<file path="src/rtl/flash_wr_pkg.sv">
package flash_wr_pkg;

    typedef enum logic [2:0] {
        PH_IDLE,
        PH_SETUP,
        PH_PULSE,
        PH_HOLD,
        PH_GAP
    } phase_e;

    // ceiling of t_ps / clk_ps, never below one cycle
    function automatic int unsigned ps_to_cyc(input int unsigned t_ps,
                                              input int unsigned clk_ps);
        int unsigned c;
        c = (t_ps + clk_ps - 1) / clk_ps;
        if (c < 1) c = 1;
        return c;
    endfunction

    function automatic int unsigned max_u(input int unsigned a,
                                          input int unsigned b);
        return (a > b) ? a : b;
    endfunction

endpackage

</file>
<file path="src/rtl/flash_wr_rec_gate.sv">
module flash_wr_rec_gate #(
    parameter int unsigned REC_C = 8,
    localparam int unsigned RW   = $clog2(REC_C + 1)
) (
    input  logic clk,
    input  logic rst_n,
    output logic done_o
);

    typedef struct packed {
        logic [RW-1:0] cnt;
        logic          done;
    } rec_s;

    rec_s r_d, r_q;

    always_comb begin
        r_d = r_q;
        if (!r_q.done) begin
            if (r_q.cnt == '0) r_d.done = 1'b1;
            else               r_d.cnt  = r_q.cnt - 1'b1;
        end
    end

    always_ff @(posedge clk or negedge rst_n) begin
        if (!rst_n) begin
            r_q.cnt  <= RW'(REC_C - 1);
            r_q.done <= 1'b0;
        end else begin
            r_q <= r_d;
        end
    end

    assign done_o = r_q.done;


    done_sticky_chk: assert property (@(posedge clk) disable iff (!rst_n)
        r_q.done |=> r_q.done);

endmodule

</file>
<file path="src/rtl/flash_wr_phase_timer.sv">
module flash_wr_phase_timer #(
    parameter int unsigned TW = 4
) (
    input  logic          clk,
    input  logic          rst_n,
    input  logic          load_i,
    input  logic [TW-1:0] load_val_i,
    output logic          zero_o
);

    logic [TW-1:0] cnt_d, cnt_q;

    always_comb begin
        cnt_d = cnt_q;
        if (load_i)              cnt_d = load_val_i;
        else if (cnt_q != '0)    cnt_d = cnt_q - 1'b1;
    end

    always_ff @(posedge clk or negedge rst_n) begin
        if (!rst_n) cnt_q <= '0;
        else        cnt_q <= cnt_d;
    end

    assign zero_o = (cnt_q == '0);


    timer_step_chk: assert property (@(posedge clk) disable iff (!rst_n)
        (!load_i && cnt_q != '0) |=> (cnt_q == $past(cnt_q) - 1'b1));

endmodule

</file>
<file path="src/rtl/flash_wr_seq.sv">
module flash_wr_seq
    import flash_wr_pkg::*;
#(
    parameter int unsigned ADDR_W       = 24,
    parameter int unsigned DATA_W       = 16,
    parameter int unsigned CLK_PS       = 20000,
    parameter int unsigned T_RST_REC_PS = 150000,
    parameter int unsigned T_CE_SU_PS   = 0,
    parameter int unsigned T_WP_PS      = 50000,
    parameter int unsigned T_DSU_PS     = 50000,
    parameter int unsigned T_HOLD_PS    = 0,
    parameter int unsigned T_WPH_PS     = 20000,
    parameter int unsigned T_TURN_PS    = 20000
) (
    input  logic              clk,
    input  logic              rst_n,
    input  logic              req_i,
    input  logic [ADDR_W-1:0] addr_i,
    input  logic [DATA_W-1:0] data_i,
    output logic              ack_o,
    output logic              busy_o,
    output logic [ADDR_W-1:0] fl_addr_o,
    output logic [DATA_W-1:0] fl_dq_o,
    output logic              fl_dq_oe_o,
    output logic              fl_ce_n_o,
    output logic              fl_we_n_o
);

    localparam int unsigned REC_C  = ps_to_cyc(T_RST_REC_PS, CLK_PS);
    localparam int unsigned CES_C  = ps_to_cyc(T_CE_SU_PS, CLK_PS);
    localparam int unsigned PW_C   = max_u(ps_to_cyc(T_WP_PS, CLK_PS),
                                           ps_to_cyc(T_DSU_PS, CLK_PS));
    localparam int unsigned HOLD_C = ps_to_cyc(T_HOLD_PS, CLK_PS);
    localparam int unsigned GAP_C  = max_u(ps_to_cyc(T_WPH_PS, CLK_PS),
                                           ps_to_cyc(T_TURN_PS, CLK_PS));
    localparam int unsigned MAX_C  = max_u(max_u(CES_C, PW_C), max_u(HOLD_C, GAP_C));
    localparam int unsigned TW     = $clog2(MAX_C + 1);

    typedef struct packed {
        phase_e            ph;
        logic              ce_n;
        logic              we_n;
        logic              dq_oe;
        logic              ack;
        logic [ADDR_W-1:0] addr;
        logic [DATA_W-1:0] data;
    } seq_s;

    seq_s          s_d, s_q;
    logic          rec_done;
    logic          tmr_zero;
    logic          tmr_load;
    logic [TW-1:0] tmr_val;

    flash_wr_rec_gate #(.REC_C(REC_C)) i_rec (
        .clk    (clk),
        .rst_n  (rst_n),
        .done_o (rec_done)
    );

    flash_wr_phase_timer #(.TW(TW)) i_tmr (
        .clk        (clk),
        .rst_n      (rst_n),
        .load_i     (tmr_load),
        .load_val_i (tmr_val),
        .zero_o     (tmr_zero)
    );

    always_comb begin
        s_d      = s_q;
        s_d.ack  = 1'b0;
        tmr_load = 1'b0;
        tmr_val  = '0;
        case (s_q.ph)
            PH_IDLE: begin
                if (rec_done && req_i) begin
                    s_d.ph   = PH_SETUP;
                    s_d.ack  = 1'b1;
                    s_d.addr = addr_i;
                    s_d.data = data_i;
                    tmr_load = 1'b1;
                    tmr_val  = TW'(CES_C - 1);
                end
            end
            PH_SETUP: begin
                if (tmr_zero) begin
                    s_d.ph   = PH_PULSE;
                    tmr_load = 1'b1;
                    tmr_val  = TW'(PW_C - 1);
                end
            end
            PH_PULSE: begin
                if (tmr_zero) begin
                    s_d.ph   = PH_HOLD;
                    tmr_load = 1'b1;
                    tmr_val  = TW'(HOLD_C - 1);
                end
            end
            PH_HOLD: begin
                if (tmr_zero) begin
                    s_d.ph   = PH_GAP;
                    tmr_load = 1'b1;
                    tmr_val  = TW'(GAP_C - 1);
                end
            end
            PH_GAP: begin
                if (tmr_zero) s_d.ph = PH_IDLE;
            end
            default: s_d.ph = PH_IDLE;
        endcase

        // pin levels registered from the next phase
        s_d.ce_n  = !(s_d.ph == PH_SETUP || s_d.ph == PH_PULSE || s_d.ph == PH_HOLD);
        s_d.we_n  = (s_d.ph != PH_PULSE);
        s_d.dq_oe = (s_d.ph == PH_PULSE || s_d.ph == PH_HOLD);
    end

    always_ff @(posedge clk or negedge rst_n) begin
        if (!rst_n) begin
            s_q.ph    <= PH_IDLE;
            s_q.ce_n  <= 1'b1;
            s_q.we_n  <= 1'b1;
            s_q.dq_oe <= 1'b0;
            s_q.ack   <= 1'b0;
            s_q.addr  <= '0;
            s_q.data  <= '0;
        end else begin
            s_q <= s_d;
        end
    end

    assign ack_o      = s_q.ack;
    assign busy_o     = !rec_done || (s_q.ph != PH_IDLE);
    assign fl_addr_o  = s_q.addr;
    assign fl_dq_o    = s_q.data;
    assign fl_dq_oe_o = s_q.dq_oe;
    assign fl_ce_n_o  = s_q.ce_n;
    assign fl_we_n_o  = s_q.we_n;

    // run-length counter of write enable low, checker only
    logic [TW-1:0] we_run_q;
    always_ff @(posedge clk or negedge rst_n) begin
        if (!rst_n)          we_run_q <= '0;
        else if (!fl_we_n_o) we_run_q <= we_run_q + 1'b1;
        else                 we_run_q <= '0;
    end


    no_early_write_chk: assert property (@(posedge clk) disable iff (!rst_n)
        !fl_we_n_o |-> rec_done);


    ack_single_chk: assert property (@(posedge clk) disable iff (!rst_n)
        ack_o |=> !ack_o);


    ack_only_from_req_chk: assert property (@(posedge clk) disable iff (!rst_n)
        ack_o |-> ($past(req_i) && busy_o));


    we_inside_ce_chk: assert property (@(posedge clk) disable iff (!rst_n)
        !fl_we_n_o |-> !fl_ce_n_o);


    pulse_width_chk: assert property (@(posedge clk) disable iff (!rst_n)
        (fl_we_n_o && we_run_q != '0) |-> (we_run_q == TW'(PW_C)));


    addr_stable_chk: assert property (@(posedge clk) disable iff (!rst_n)
        (!fl_ce_n_o && !$past(fl_ce_n_o) && !ack_o) |-> $stable(fl_addr_o));


    hold_after_we_chk: assert property (@(posedge clk) disable iff (!rst_n)
        $rose(fl_we_n_o) |-> (fl_dq_oe_o && !fl_ce_n_o));


    idle_bus_released_chk: assert property (@(posedge clk) disable iff (!rst_n)
        !busy_o |-> (!fl_dq_oe_o && fl_ce_n_o && fl_we_n_o));

endmodule

</file>
<file path="config.mk">
export PLATFORM = sky130hd
export DESIGN_NAME = flash_wr_seq
export DESIGN_NICKNAME = d
export VERILOG_FILES = /design/src/rtl/flash_wr_pkg.sv /design/src/rtl/flash_wr_rec_gate.sv /design/src/rtl/flash_wr_phase_timer.sv /design/src/rtl/flash_wr_seq.sv
export SDC_FILE = /design/constraint.sdc
export NUM_CORES = 1
export LEC_CHECK = 0
export ABC_AREA = 1
export BUFFER_PORTS_ARGS = -buffer_cell sky130_fd_sc_hd__buf_2
export CORE_MARGIN = 8
export CORE_UTILIZATION = 44
export CTS_CLUSTER_DIAMETER = 60
export DETAILED_ROUTE_END_ITERATION = 7
export PLACE_DENSITY = 0.77
export SYNTH_ARGS = -nofsm -noshare
export SYNTH_HDL_FRONTEND = slang
export SYNTH_SLANG_ARGS = --single-unit
</file>
<file path="constraint.sdc">
create_clock -name clk -period 1.2 [get_ports clk]
set_input_delay 0.12 -clock clk [delete_from_list [all_inputs] [get_ports clk]]
set_output_delay 0.12 -clock clk [all_outputs]
set_load 0.01 [all_outputs]
</file>
# Word level (Yosys, flattened, before mapping)
# Index checks and enable logic that the tools add are counted.
# totals
input_bits	43
reg_bits	54
output_inout_bits	45
elab_cells	55
# classes
n_eq_ne	8
mux	17
n_addsub	2
reduce_logical	16
bitwise	2
# op_table
op	count
$mux W41	2
$mux W3	5
$pmux W3 S5	1
$eq A3 B2 Y1 const B	4
$mux W2	4
$eq A3 B1 Y1 const B	2
$logic_not A4 Y1	1
$logic_or A1 B1 Y1	4
$mux W1	4
$reduce_and A2 Y1	2
$reduce_bool A2 Y1	2
$sub A4 B1 Y4 const B	1
$eq A3 B3 Y1 const B	1
$logic_not A3 Y1	1
$ne A3 B2 Y1 const B	1
$reduce_bool A3 Y1	1
$reduce_or A3 Y1	1
$logic_not A1 Y1	2
$logic_not A2 Y1	1
$not A1 Y1	2
$pmux W1 S2	1
$sub A2 B1 Y2 const B	1
$logic_and A1 B1 Y1	1

# Logic depth before layout (Yosys ltp)
# depth
depth_word	7
ltp_mapped	9

# Hierarchy
# Synthesis repeated with hierarchy kept, for this count alone.
# unflattened
cells_unflattened	292
hier_area_um2	2522.4
# modules_own_cells
module	area_each_um2	cells_each	seq_area_each_um2	instances
flash_wr_seq	2137.0	243	1178.6	1
flash_wr_rec_gate	265.3	32	128.9	1
flash_wr_phase_timer	120.1	17	50.0	1

# Worst setup path after synthesis
# OpenSTA, ideal clock, no wires.
# synth_timing
path_type	register to register
from	register i_tmr.cnt_q[0]
to	register i_tmr.cnt_q[1]
required_time_ns	1.087
n_path_buf	0
period_less_slack_ns	1.222
path_stages_with_launch	10
setup_slack_ns	-0.022
arrival_ns	1.109
path_cell_list	dfrtp_1 -> inv_1 -> ha_1 -> inv_1 -> nor2_1 -> nand2_1 -> nand3_1 -> nand2_1 -> nand2_1 -> inv_1
# synth_between
elab_chain_len	4
# synth_lines
element	line	source
from (decl)	flash_wr_phase_timer.sv:11	logic [TW-1:0] cnt_d, cnt_q;
from (signal assigned)	flash_wr_phase_timer.sv:21	else cnt_q <= cnt_d;
$logic_not A2 Y1	flash_wr_phase_timer.sv:24	assign zero_o = (cnt_q == '0);
$mux W1 or $mux W2 (tied branches)	flash_wr_seq.sv:86, flash_wr_seq.sv:93, flash_wr_seq.sv:100	
$pmux W1 S2 or $mux W2 (tied branches)	--	
$mux W2 or $reduce_bool A2 Y1 (tied branches)	--	
# Several ways; a longest one is shown, not always the timed one. The select of a mux whose other input is x is not followed.
# A chain may end at the register's enable or synchronous reset.

# Final worst setup path
# layout_timing
from	register s_q[44] (netlist name)
to	register i_tmr.cnt_q[1]
# layout_between
elab_chain_len	4
# layout_lines
element	line	source
from (decl)	flash_wr_seq.sv:49	seq_s s_d, s_q;
$eq A3 B2 Y1 or $eq A3 B1 Y1 (tied branches)	flash_wr_seq.sv:74	case (s_q.ph)
$reduce_or A3 Y1 (no line)	--	
$pmux W1 S2	flash_wr_seq.sv:74	
$mux W2 or $reduce_bool A2 Y1 (tied branches)	--	
# Several ways; a longest one is shown, not always the timed one.

==> summary.md <==
| Metric | Value |
|---|---|
| Initial antenna violation count | `0` |
| CP arrival | `1470 ps` |
| Antenna diode count | `0` |
| FP Rows | `27` |
| Drt drc | `0` |
| Crit-path max cell delay | `420 ps` |
| Wirelength, routed | `5.54 mm` |
| Proportion of synthesized area in mux cells | `0` |
| Worst-Margin Slew | `276 ps` |
| Max Cap Violations | `0` |
| Crit-path cells | `nor2_4 > buf_6 > nand3_4 > buf_12 > nand3_4 > nand2_1 > nand2_1 > inv_1` |
| H-tree levels | `2` |
| Vias per inst | `4.45` |
| Worst-path clk slew | `90 ps` |
| Slew HR | `0.816` |
| Failing checks | `setup timing` |
| Clock power share | `0.149` |
| PD cells | `2530 mW/mm2` |
| Xor/xnor share of the synthesized area | `0.00709` |
| Vias in the first global route | `2012` |
| PortBufs | `87` |
| Slew Limit Fails | `0` |
| Die Area | `0.00827 mm2` |
| DR WL/cell | `12.9 um` |
| Net count after synthesis | `324` |
| VDD IR-drop max | `1240 uV` |
| YS warnings | `0` |
| CTS tree | `yes` |
| Layout area overhead | `29.3%` |
| Final ANT Viol Nets | `0` |
| Logic pwr share | `0.480` |
| Dpl hpwl | `3.78 mm` |
| Crit path kind | `register to register` |
| Final Net Count | `402` |
| Pleak | `1.82 nW` |
| Crit path max fanout | `19` |
| Slowest-stage cell, CP | `dfrtp_1` |
| Final core occ | `0.584` |
| Status | `finished, violations left` |
| Initial core utilization | `0.451` |
| Startpoint types | `register` |
| Power Internal | `5.06 mW` |
| Fmax | `0.788 GHz` |
| Largest delay share family, worst path | `simple AND/OR/NAND/NOR gates` |
| Final setup violation count | `43` |
| Crit path required time | `1400 ps` |
| Commonest non-fill, non-tap cells in the layout | `132 x nand2_1, 86 x buf_2, 49 x dfrtp_1` |
| Layout cell share with drive strength beyond 1 | `0.406` |
| Cells after Synth | `279` |
| Post-synth cell types | `20` |
| Total gr overflow | `0` |
| Largest net degree at the start of global routing | `55` |
| CTS Root Cell | `clkbuf_8` |
| Die Width | `90.9 um` |
| Fin crit share | `1.06` |
| I/O pin total | `88` |
| Clk sinks | `54` |
| Post-Synth Adder-Cell Area | `0.0101` |
| RSZ-0062 raised after global routing | `yes` |
| Worst path bufs/invs | `3` |
| Switching share of power | `0.373` |
| Compound-Gate Fraction of Synth Area | `0.0132` |
| Worst setup EP type | `register` |
| Clock Latency Late Sink | `300 ps` |
| Seq pwr share | `0.371` |
| Synth Register Bits | `54` |
| Syn Area/Cell | `8.85 um2` |
| Core ar. | `0.00547 mm2` |
| Die Height | `90.9 um` |
| Final Skew | `4.78 ps` |
| First-pass GRT wire length | `9.04 mm` |
| Tmin final | `1270 ps` |
| All-Layer GR Usage | `0.133` |
| Net Switching | `3.01 mW` |
| DR vias | `1908` |
| HP Class | `input pin to register` |
| Final WS setup | `-69.4 ps` |
| Simple-Gate Fraction of Synth Area | `0.251` |
| Seq/Total Area, Yosys | `0.550` |
| Main combinational cell family by area after synthesis | `simple AND/OR/NAND/NOR gates` |
| Overall power | `8.07 mW` |
| Commonest non-fill, non-tap cell in the layout | `nand2_1` |
| Iter 0 DRT Violations | `75` |
| CTS max path bufs | `2` |
| Gpl congestion | `0.828` |
| Final hold vios | `0` |
| Cts bufs inserted | `5` |
| Netlist Area Pre-Place | `0.00247 mm2` |
| 1st-pass router iterations | `4` |
-- kinds of logic (layout without fill, tap and decap cells) --
logic type      count (synthesis)  after routing
simple gates                  153            153
buf+inv                        62            140
flops                          54             54
compound gates                  6              6
fa+ha+maj                       2              2
xor+xnor                        2              2
-- registers in the layout, summed over array words and instances, names as in the netlist --
register	cells
ack_o	1
fl_addr_o	24
fl_ce_n_o	1
fl_dq_o	16
fl_dq_oe_o	1
fl_we_n_o	1
i_rec.done_o	1
i_rec.r_q	4
i_tmr.cnt_q	2
s_q	3
-- final timing paths --
kind	startpoint	endpoint	slack (ps)	cells past startpoint
setup / recovery	s_q[44]	i_tmr.cnt_q[1]	-70	8
setup reg to reg	s_q[44]	i_tmr.cnt_q[1]	-70	8
hold reg to reg	fl_addr_o[10]	fl_addr_o[10]	480	2
min in group asynchronous	rst_n	s_q[46]	350	3
hold / removal	addr_i[13]	fl_addr_o[13]	10	3
max in group asynchronous	rst_n	fl_we_n_o	570	3
-- worst register-to-register path, delay by kind of cell (launching register included) --
family	cells	cell delay, ps
DFF	1	420
and+or+nand+nor	5	430
buffers and inverters	3	340
-- metal layers --
metal	vias up	wire, um	share of wire	GRT usage
li1	970	-	-	-
met2	56	2860	0.52	0.240
met3	7	413	0.075	0.0507
met1	875	2180	0.39	0.135
met5	-	0	0	0
met4	0	90	0.016	0.0532
-- Yosys cell counts, drive strengths merged --
library cell / number / area [um2]
xor2: 1 / 8.76
buf: 48 / 365
ha: 2 / 25.0
dfrtp: 49 / 1230
nand2b: 1 / 6.26
inv: 14 / 52.6
nand3: 12 / 72.6
o21ai: 4 / 20.0
nand4: 3 / 18.8
nor2: 3 / 18.8
dfstp: 5 / 131
a21oi: 1 / 5.00
nand2: 134 / 503
o21bai: 1 / 7.51
xnor2: 1 / 8.76
-- through the flow --
stage / area [um2] / std cells / TNS [ps] / hold slack [ps] / worst slack [ps]
finish: 3190 / 429 / -927 / 10.1 / -69.4
global route: 3190 / 429 / -4930 / 2.09 / -152
CTS: 3100 / 425 / -442 / 0.196 / -53.1
detailed placement: 2800 / 405 / -195 / 138 / -90.0
global placement: 2800 / 405 / -13.0 / 130 / -13.0
floorplan: 2480 / 279 / 0 / -176 / 2.07
-- timing repair --
action	4_1_cts	5_1_grt
buffers inserted	5	3
gates resized for setup	18	11
hold buffers	7	0
setup endpoints to repair	8	50
pin swaps	4	4
gates cloned	1	1
endpoints found under the hold margin	55	0
-- layout make-up --
class                      count  area, um2
sequential                    54       1360
multi-input combinational    163        778
tap                           72       90.1
inverter                      14       57.6
fill                         505       2280
clock buffer                   6       82.6
timing repair buffer         119        798
clock inverter                 1       30.0
-- power by group through the flow --
| stage | Combinational [mW] | Clock (mW) | Sequential, mW |
|---|---|---|---|
| final | 3.87 | 1.20 | 2.99 |
| after global routing | 4.34 | 1.31 | 3.09 |
| after CTS | 3.78 | 1.26 | 2.98 |
| after detailed placement | 3.37 | 0 | 3.02 |
| after global placement | 3.27 | 0 | 2.99 |
| after floorplan | 2.74 | 0 | 3.01 |
No activity file was read; power rests on OpenSTA's default activity.
